===== src/rtl/prio_irq_pkg.sv =====
package prio_irq_pkg;
  localparam int NSRC   = 5;
  localparam int NMASK  = 3;
  localparam int DATA_W = 8;
  localparam int ADDR_W = 16;

  // Source indices; a higher index means a higher priority.
  localparam int IDX_GEN  = 0;
  localparam int IDX_V55  = 1;
  localparam int IDX_V65  = 2;
  localparam int IDX_V75  = 3;
  localparam int IDX_TRAP = 4;

  // Sources that are caught on a rising edge.
  localparam logic [NSRC-1:0] EDGE_SRC = (NSRC'(1) << IDX_TRAP) | (NSRC'(1) << IDX_V75);

  // Control-word bit positions.
  localparam int CW_MASK_LO = 0;
  localparam int CW_MASK_LD = 3;
  localparam int CW_CLR75   = 4;
  localparam int CW_SER_LD  = 6;
  localparam int CW_SER_D   = 7;

  // Status-byte bit positions.
  localparam int RD_MASK_LO = 0;
  localparam int RD_IE      = 3;
  localparam int RD_PEND_LO = 4;
  localparam int RD_SER     = 7;

  localparam logic [ADDR_W-1:0] VEC_TRAP = 16'h0024;
  localparam logic [ADDR_W-1:0] VEC_V75  = 16'h003C;
  localparam logic [ADDR_W-1:0] VEC_V65  = 16'h0034;
  localparam logic [ADDR_W-1:0] VEC_V55  = 16'h002C;

  // Returns a one-hot vector with only the highest set bit of req kept.
  function automatic logic [NSRC-1:0] pick_top(input logic [NSRC-1:0] req);
    logic [NSRC-1:0] res;
    logic            hit;
    res = '0;
    hit = 1'b0;
    for (int i = NSRC - 1; i >= 0; i--) begin
      if (req[i] && !hit) begin
        res[i] = 1'b1;
        hit    = 1'b1;
      end
    end
    return res;
  endfunction

  function automatic logic [ADDR_W-1:0] vec_of(input int idx);
    case (idx)
      IDX_TRAP: vec_of = VEC_TRAP;
      IDX_V75:  vec_of = VEC_V75;
      IDX_V65:  vec_of = VEC_V65;
      IDX_V55:  vec_of = VEC_V55;
      default:  vec_of = '0;
    endcase
  endfunction
endpackage


===== src/rtl/irq_req_capture.sv =====
module irq_req_capture
  import prio_irq_pkg::*;
#(
  parameter int              N_SRC    = NSRC,
  parameter logic [N_SRC-1:0] EDGE_SEL = EDGE_SRC
) (
  input  logic             clk,
  input  logic             rst,
  input  logic [N_SRC-1:0] raw,
  input  logic [N_SRC-1:0] clr,
  output logic [N_SRC-1:0] pend
);
  logic [N_SRC-1:0] smp_q;
  logic [N_SRC-1:0] prv_q;

  always_ff @(posedge clk) begin
    if (rst) begin
      smp_q <= '0;
      prv_q <= '0;
    end else begin
      smp_q <= raw;
      prv_q <= smp_q;
    end
  end

  for (genvar i = 0; i < N_SRC; i++) begin : g_src
    if (EDGE_SEL[i]) begin : g_edge
      logic lat_q;
      always_ff @(posedge clk) begin
        if (rst) lat_q <= 1'b0;
        else     lat_q <= (lat_q & ~clr[i]) | (smp_q[i] & ~prv_q[i]);
      end
      assign pend[i] = lat_q;
    end else begin : g_level
      assign pend[i] = smp_q[i];
    end
  end

  logic unused_clr;
  assign unused_clr = ^(clr & ~EDGE_SEL);
endmodule


===== src/rtl/irq_mask_regs.sv =====
module irq_mask_regs
  import prio_irq_pkg::*;
#(
  parameter int N_SRC  = NSRC,
  parameter int N_MASK = NMASK,
  parameter int DW     = DATA_W
) (
  input  logic              clk,
  input  logic              rst,
  input  logic              cfg_wr,
  input  logic [DW-1:0]     cfg_wdata,
  input  logic              ie_set,
  input  logic              ie_clr,
  input  logic              accept,
  input  logic              ser_in,
  input  logic [N_SRC-1:0]  pend,
  output logic [N_MASK-1:0] mask_q,
  output logic              ie_q,
  output logic              ser_out,
  output logic [DW-1:0]     rdata,
  output logic              clr_v75
);
  assign clr_v75 = cfg_wr & cfg_wdata[CW_CLR75];

  always_ff @(posedge clk) begin
    if (rst) begin
      mask_q  <= '1;
      ie_q    <= 1'b0;
      ser_out <= 1'b0;
    end else begin
      if (cfg_wr && cfg_wdata[CW_MASK_LD])
        mask_q <= cfg_wdata[CW_MASK_LO +: N_MASK];
      if (cfg_wr && cfg_wdata[CW_SER_LD])
        ser_out <= cfg_wdata[CW_SER_D];
      if (accept)      ie_q <= 1'b0;
      else if (ie_clr) ie_q <= 1'b0;
      else if (ie_set) ie_q <= 1'b1;
    end
  end

  logic [DW-1:0] stat;
  always_comb begin
    stat                           = '0;
    stat[RD_MASK_LO +: N_MASK]     = mask_q;
    stat[RD_IE]                    = ie_q;
    stat[RD_PEND_LO +: N_MASK]     = pend[IDX_V55 +: N_MASK];
    stat[RD_SER]                   = ser_in;
  end

  always_ff @(posedge clk) begin
    if (rst) rdata <= '0;
    else     rdata <= stat;
  end

  logic unused_bits;
  assign unused_bits = cfg_wdata[5] ^ pend[IDX_GEN] ^ pend[IDX_TRAP];
endmodule


===== src/rtl/irq_select.sv =====
module irq_select
  import prio_irq_pkg::*;
#(
  parameter int N_SRC  = NSRC,
  parameter int N_MASK = NMASK,
  parameter int AW     = ADDR_W
) (
  input  logic              clk,
  input  logic              rst,
  input  logic              insn_done,
  input  logic [N_SRC-1:0]  pend,
  input  logic [N_MASK-1:0] mask_q,
  input  logic              ie_q,
  output logic              accept,
  output logic [N_SRC-1:0]  grant,
  output logic              take,
  output logic              vec_valid,
  output logic [AW-1:0]     vec_addr,
  output logic              gen_ack
);
  logic [N_SRC-1:0] elig;
  logic [N_SRC-1:0] win;
  logic [AW-1:0]    addr_d;

  for (genvar i = 0; i < N_SRC; i++) begin : g_elig
    if (i == IDX_TRAP) begin : g_nmi
      assign elig[i] = pend[i];
    end else if (i == IDX_GEN) begin : g_gen
      assign elig[i] = pend[i] & ie_q;
    end else begin : g_vec
      assign elig[i] = pend[i] & ie_q & ~mask_q[i - IDX_V55];
    end
  end

  assign win    = pick_top(elig);
  assign grant  = insn_done ? win : '0;
  assign accept = |grant;

  always_comb begin
    addr_d = '0;
    for (int i = 0; i < N_SRC; i++)
      if (grant[i]) addr_d = addr_d | vec_of(i);
  end

  always_ff @(posedge clk) begin
    if (rst) begin
      take      <= 1'b0;
      vec_valid <= 1'b0;
      vec_addr  <= '0;
      gen_ack   <= 1'b0;
    end else begin
      take      <= accept;
      vec_valid <= accept & ~grant[IDX_GEN];
      vec_addr  <= addr_d;
      gen_ack   <= grant[IDX_GEN];
    end
  end
endmodule


===== src/rtl/prio_irq_ctrl.sv =====
module prio_irq_ctrl
  import prio_irq_pkg::*;
(
  input  logic              clk,
  input  logic              rst,
  input  logic              src_trap,
  input  logic              src_v75,
  input  logic              src_v65,
  input  logic              src_v55,
  input  logic              src_gen,
  input  logic              insn_done,
  input  logic              ie_set,
  input  logic              ie_clr,
  input  logic              cfg_wr,
  input  logic [DATA_W-1:0] cfg_wdata,
  input  logic              ser_in,
  output logic [DATA_W-1:0] cfg_rdata,
  output logic              ser_out,
  output logic              take,
  output logic              vec_valid,
  output logic [ADDR_W-1:0] vec_addr,
  output logic              gen_ack
);
  logic [NSRC-1:0]  raw;
  logic [NSRC-1:0]  pend;
  logic [NSRC-1:0]  grant;
  logic [NSRC-1:0]  clr;
  logic [NMASK-1:0] mask_q;
  logic             ie_q;
  logic             accept;
  logic             clr_v75;

  always_comb begin
    raw           = '0;
    raw[IDX_TRAP] = src_trap;
    raw[IDX_V75]  = src_v75;
    raw[IDX_V65]  = src_v65;
    raw[IDX_V55]  = src_v55;
    raw[IDX_GEN]  = src_gen;
  end

  assign clr = grant | (NSRC'(clr_v75) << IDX_V75);

  irq_req_capture #(.N_SRC(NSRC), .EDGE_SEL(EDGE_SRC)) u_cap (
    .clk(clk), .rst(rst), .raw(raw), .clr(clr), .pend(pend)
  );

  irq_mask_regs #(.N_SRC(NSRC), .N_MASK(NMASK), .DW(DATA_W)) u_regs (
    .clk(clk), .rst(rst), .cfg_wr(cfg_wr), .cfg_wdata(cfg_wdata),
    .ie_set(ie_set), .ie_clr(ie_clr), .accept(accept), .ser_in(ser_in),
    .pend(pend), .mask_q(mask_q), .ie_q(ie_q), .ser_out(ser_out),
    .rdata(cfg_rdata), .clr_v75(clr_v75)
  );

  irq_select #(.N_SRC(NSRC), .N_MASK(NMASK), .AW(ADDR_W)) u_sel (
    .clk(clk), .rst(rst), .insn_done(insn_done), .pend(pend),
    .mask_q(mask_q), .ie_q(ie_q), .accept(accept), .grant(grant),
    .take(take), .vec_valid(vec_valid), .vec_addr(vec_addr), .gen_ack(gen_ack)
  );
endmodule


===== config.mk =====
export PLATFORM = sky130hd
export DESIGN_NAME = prio_irq_ctrl
export DESIGN_NICKNAME = d
export VERILOG_FILES = /design/src/rtl/prio_irq_pkg.sv /design/src/rtl/irq_req_capture.sv /design/src/rtl/irq_mask_regs.sv /design/src/rtl/irq_select.sv /design/src/rtl/prio_irq_ctrl.sv
export SDC_FILE = /design/constraint.sdc
export NUM_CORES = 1
export LEC_CHECK = 0
export BUFFER_PORTS_ARGS = -buffer_cell sky130_fd_sc_hd__buf_2
export CORE_MARGIN = 2
export CORE_UTILIZATION = 25
export DETAILED_ROUTE_END_ITERATION = 12
export PLACE_DENSITY_LB_ADDON = 0.05
export SYNTH_ARGS = -nofsm -noshare
export SYNTH_HDL_FRONTEND = slang
export SYNTH_SLANG_ARGS = --single-unit

===== constraint.sdc =====
create_clock -name clk -period 1.7 [get_ports clk]
set_input_delay 0.085 -clock clk [delete_from_list [all_inputs] [get_ports clk]]
set_output_delay 0.085 -clock clk [all_outputs]
set_load 0.01 [all_outputs]

# ---- Yosys cells after proc, flatten, opt, wreduce, memory -nomap -nowiden
# Cells that the tools add are included.
dict set report totals {
  register_bits 44
  in_bits 20
  out_inout_bits 28
  wordCells 67
}
dict set report classes {
  muxes 16
  n_bitwise 27
  reduce_logical 12
}
# cell count
set ops {}
lappend ops {{16-bit two-way mux} 6}
lappend ops {{16-bit OR} 2}
lappend ops {{6-bit by 16-bit OR with 16-bit output} 1}
lappend ops {{1-bit bitwise AND} 13}
lappend ops {{1-bit two-way mux} 8}
lappend ops {{1-bit inverter} 8}
lappend ops {{7-bit OR reduction} 1}
lappend ops {{1-bit logical AND} 6}
lappend ops {{6-bit two-way mux} 1}
lappend ops {{5-bit two-way mux} 1}
lappend ops {{5-bit by 4-bit OR with 5-bit output} 1}
lappend ops {{5-bit OR reduction} 1}
lappend ops {{1-bit logical NOT} 4}
lappend ops {{1-bit OR} 2}

# ---- Depth between registers and ports, before layout
dict set report logic_depth {
  word_depth 21
  ltp_mapped 4
}

# ---- By module
# Synthesis repeated with hierarchy kept, for this count alone.
dict set report hier_totals {
  hier_cells 108
  area_unflattened_um2 1132.3
}
# module instances cells_each area_per_inst_um2 seq_area_each_um2
set modules_own_cells {}
lappend modules_own_cells {irq_select 1 45 420.4 120.1}
lappend modules_own_cells {irq_mask_regs 1 35 409.1 260.2}
lappend modules_own_cells {irq_req_capture 1 27 296.5 180.2}
lappend modules_own_cells {prio_irq_ctrl 1 1 6.3 0.0}

# ---- Worst setup path before layout
# Ideal clock, no wire load.
dict set report synth_path {
  path_kind {register -> register}
  from {register u_regs.mask_q[2]}
  to {register u_regs.ie_q}
  t_arrival_ns 1.053
  required_ns 1.626
  slack_ns 0.573
  path_stages_with_launch 4
  cell_sequence {dfxtp_1 -> nor2b_4 -> or4_1 -> a31oi_1}
}
dict set report synth_via {
  elab_chain_cells 15
  word_cells_on_any_way 18
}
# item line_no
set synth_rtl {}
lappend synth_rtl {{from (decl)} irq_mask_regs.sv:17} ;# output logic [N_MASK-1:0] mask_q,
lappend synth_rtl {{from (signal assigned)} irq_mask_regs.sv:32} ;# mask_q <= cfg_wdata[CW_MASK_LO +: N_MASK];
lappend synth_rtl {{1-bit inverter *} irq_select.sv:31} ;# assign elig[i] = pend[i] & ie_q & ~mask_q[i - IDX_V55];
lappend synth_rtl {{1-bit bitwise AND *} irq_select.sv:31}
lappend synth_rtl {{1-bit logical AND *} prio_irq_pkg.sv:42} ;# if (req[i] && !hit) begin
lappend synth_rtl {{1-bit two-way mux} prio_irq_pkg.sv:42}
lappend synth_rtl {{1-bit logical NOT} prio_irq_pkg.sv:42}
lappend synth_rtl {{1-bit logical AND} prio_irq_pkg.sv:42}
lappend synth_rtl {{1-bit two-way mux} prio_irq_pkg.sv:42}
lappend synth_rtl {{1-bit logical NOT} prio_irq_pkg.sv:42}
lappend synth_rtl {{1-bit logical AND} prio_irq_pkg.sv:42}
lappend synth_rtl {{1-bit two-way mux} prio_irq_pkg.sv:42}
lappend synth_rtl {{1-bit logical NOT} prio_irq_pkg.sv:42}
lappend synth_rtl {{1-bit logical AND} prio_irq_pkg.sv:42}
lappend synth_rtl {{1-bit two-way mux} prio_irq_pkg.sv:42}
lappend synth_rtl {{5-bit two-way mux *} irq_select.sv:36} ;# assign grant = insn_done ? win : '0;
lappend synth_rtl {{7-bit OR reduction (no line) *} -}
lappend synth_rtl {{to (signal assigned)} irq_mask_regs.sv:28} ;# ie_q <= 1'b0;
lappend synth_rtl {{to (signal assigned)} irq_mask_regs.sv:35} ;# if (accept) ie_q <= 1'b0;
lappend synth_rtl {{to (signal assigned)} irq_mask_regs.sv:36} ;# else if (ie_clr) ie_q <= 1'b0;
lappend synth_rtl {{to (decl)} irq_mask_regs.sv:18} ;# output logic ie_q,
# Mark *: on every way between the ends. The rest lies on a longest branch, timed or not.
# A chain may end at the register's enable or synchronous reset.

# ---- Worst setup path after layout
# Ends and elaborated chain as after synthesis.

==> metrics.txt <==
final net count=154; critical path type=flop to flop; top cells by count, synth=dfxtp_1 (28), nor2b_1 (16), buf_4 (15); post-CTS resize count=0; root buffer cell=clkbuf_8; via count of the first global-routing pass=643; Diodes inserted=0; status=finished, final reports clean; clock latency on the worst-skew pair=270 ps; Hold Slack=16.5 ps; final period utilization=71.5%; Max Transition Viols Final=0; largest net degree at the start of global routing=24; synthesized area per cell=10.2 µm²; XOR/XNOR Fraction of Synth Area=0%; placed wire-length estimate=1370 µm; Syn Std Cell Area=1030 µm²; Synth Area in Adders=0%; post-synth top area cell=dfxtp_1; drt initial violations=36; Synth Register Bits=28; Sink Count=28; reg2reg setup slack=490 ps; Post-CTS Setup Inserts=0; sequential area share after synthesis=54.3%; GRT overflow=0; total wire length=1790 µm; Synth Instances=101; Hold Vio Cnt, Final=0; RSZ-0062 raised after global routing=false; Hold Path Depth=2; maxcap violations=0; clock slew at reported path FFs=90 ps; CTS Hold Bufs=0; CTS Buf Count=3; Leakage Power=0.000567 µW; worst hold path type=input port to flop; DIE AREA=4660 µm²; area occupied by multi-input gates=388 µm²; endpoint class of the critical path=flop; Non-Filler Instances=182; first-pass GRT wire length=2840 µm; Max Fclk=0.823 GHz; Worst setup startpoint=u_regs.mask_q[2]$_SDFFE_PP1P_; gr usage total=8.28%; Initial Util=25.8%; Core Area=4000 µm²; synth unique cells=26; Max stage delay cell, worst path=or4_1; complex-gate fraction of the synthesized area=10.1%; R2R Path Start=u_regs.mask_q[2]$_SDFFE_PP1P_; Worst Clk Skew=5.65 ps; reg-to-reg endpoint=u_regs.ie_q$_SDFFE_PP0P_; post-synth top area share=54.3%; critical path peak fanout=6; Setup-failing EPs final=0; die span in y=68.3 µm; required time worst endpoint=1890 ps; EDFF count, synth=0; Critical Path AT=1410 ps; cell area power density=942 nW/µm²; clk buf depth=2; reg2reg path depth=3; CP top delay family=simple AND/OR/NAND/NOR gates; largest family of logic cells by synthesized area=simple AND/OR/NAND/NOR gates; Worst Hold End=u_regs.rdata[7]$_SDFF_PP0_; proportion of synthesized area in mux cells=0%; Synth area leaders=dfxtp_1 (54%), buf_4 (11%), nor2b_1 (9.7%), a21oi_1 (3.4%), and3_1 (2.4%); final setup TNS=0 ps; CP peak stage delay=510 ps; flip-flop and latch area=561 µm²; most frequent cell after synthesis=dfxtp_1; Pre-antenna DRT Iters=2; detailed-route via count=701; Hold Crit Start=ser_in; ratio of cells with drive above 1 in the final layout=30.3%; placement row count=23; area grow syn2layout=18.8%; CTS tree=done; Worst Path Buf+Inv=0; Worst VDD drop=253 µV; Port Buffer Count=34; H-tree Lvls=1; YS warnings=0; I/O pin cnt=48; via density per instance=3.85; final core utilization=30.7%; WL/cell=9.81 µm; crit-path cells=nor2b_4 -> or4_1 -> a31oi_1; remaining antenna violation count=0; die extent in x=68.3 µm; DRC viols=0; Final GP Congestion=0.749; min Tclk post-route=1210 ps; main flop type after synthesis=dfxtp_1; Synth Area in Simple Gates=23.2%; FILL cells=436; async set-reset flop share out of synthesis=0%; initial antenna violation count=0; Post-Place Cells=179; Startpoint Class=flop
[how the worst max path moves through the flow]
stage	slack, ps	endpoint	depth (start not counted)
6_report	490	u_regs.ie_q$_SDFFE_PP0P_	3
5_1_grt	380	u_regs.ie_q$_SDFFE_PP0P_	3
4_1_cts	460	u_regs.ie_q$_SDFFE_PP0P_	3
3_5_place_dp	480	u_regs.ie_q$_SDFFE_PP0P_	3
3_3_place_gp	500	u_regs.ie_q$_SDFFE_PP0P_	3
2_1_floorplan	570	u_regs.ie_q$_SDFFE_PP0P_	3
[cells in the final DEF, fill, tap and decap left out]
cell type / instances
buf_2: 34
dfxtp_1: 28
nor2b_1: 16
conb_1: 12
a21oi_1: 7
nand2_1: 4
and3_1: 4
nand2b_1: 4
nor2_1: 3
clkbuf_8: 3
a211o_1: 2
o21ai_0: 2
nand3_1: 1
nor2b_4: 1
or3b_1: 1
nand4b_1: 1
inv_1: 1
a32o_1: 1
nor2b_2: 1
o31ai_1: 1
or4_1: 1
a211oi_1: 1
a31oi_1: 1
a211o_2: 1
and4b_1: 1
[final cells by class]
class                   instances  area share, %
flip-flops and latches         28           45.7
multi-input cells              66           31.6
repair buffers                 34           13.9
well taps                      50           5.10
clock buffers                   3           3.37
inverters                       1          0.306
[through the flow]
step	total power, µW	setup WS, ps	instance area (µm²)
3_5_place_dp	826	483	1180
3_3_place_gp	826	497	1180
5_1_grt	1230	376	1230
2_1_floorplan	803	573	1070
6_report	1160	485	1230
4_1_cts	1180	463	1230
[cell families after synthesis]
logic type      count (synthesis)
compound gates                 16
buf+inv                        18
flops                          28
other cells                     1
simple gates                   38
[registers in the layout, indices dropped and copies added (netlist names), 2 cells and up]
signal                    count
u_regs.mask_q                 3
u_cap.smp_q                   5
u_cap.g_src.g_edge.lat_q      2
u_sel.vec_addr                3
u_cap.prv_q                   4
u_regs.rdata                  6
[power breakdown]
group / leakage [µW] / internal, µW / switching [µW]
logic: 0.000315 / 51.0 / 56.6
registers: 0.000231 / 686 / 14.8
clock network: 0.0000216 / 159 / 188
[per-layer routing]
| metal | global-route usage (%) | up-vias | wire [µm] |
|---|---|---|---|
| li1 | - | 373 | - |
| met1 | 10.1 | 305 | 788 |
| met2 | 13.3 | 21 | 865 |
| met3 | 1.97 | 2 | 114 |
| met4 | 4.50 | 0 | 18 |
| met5 | 0 | - | 0 |
(Power assumes the default switching activity.)
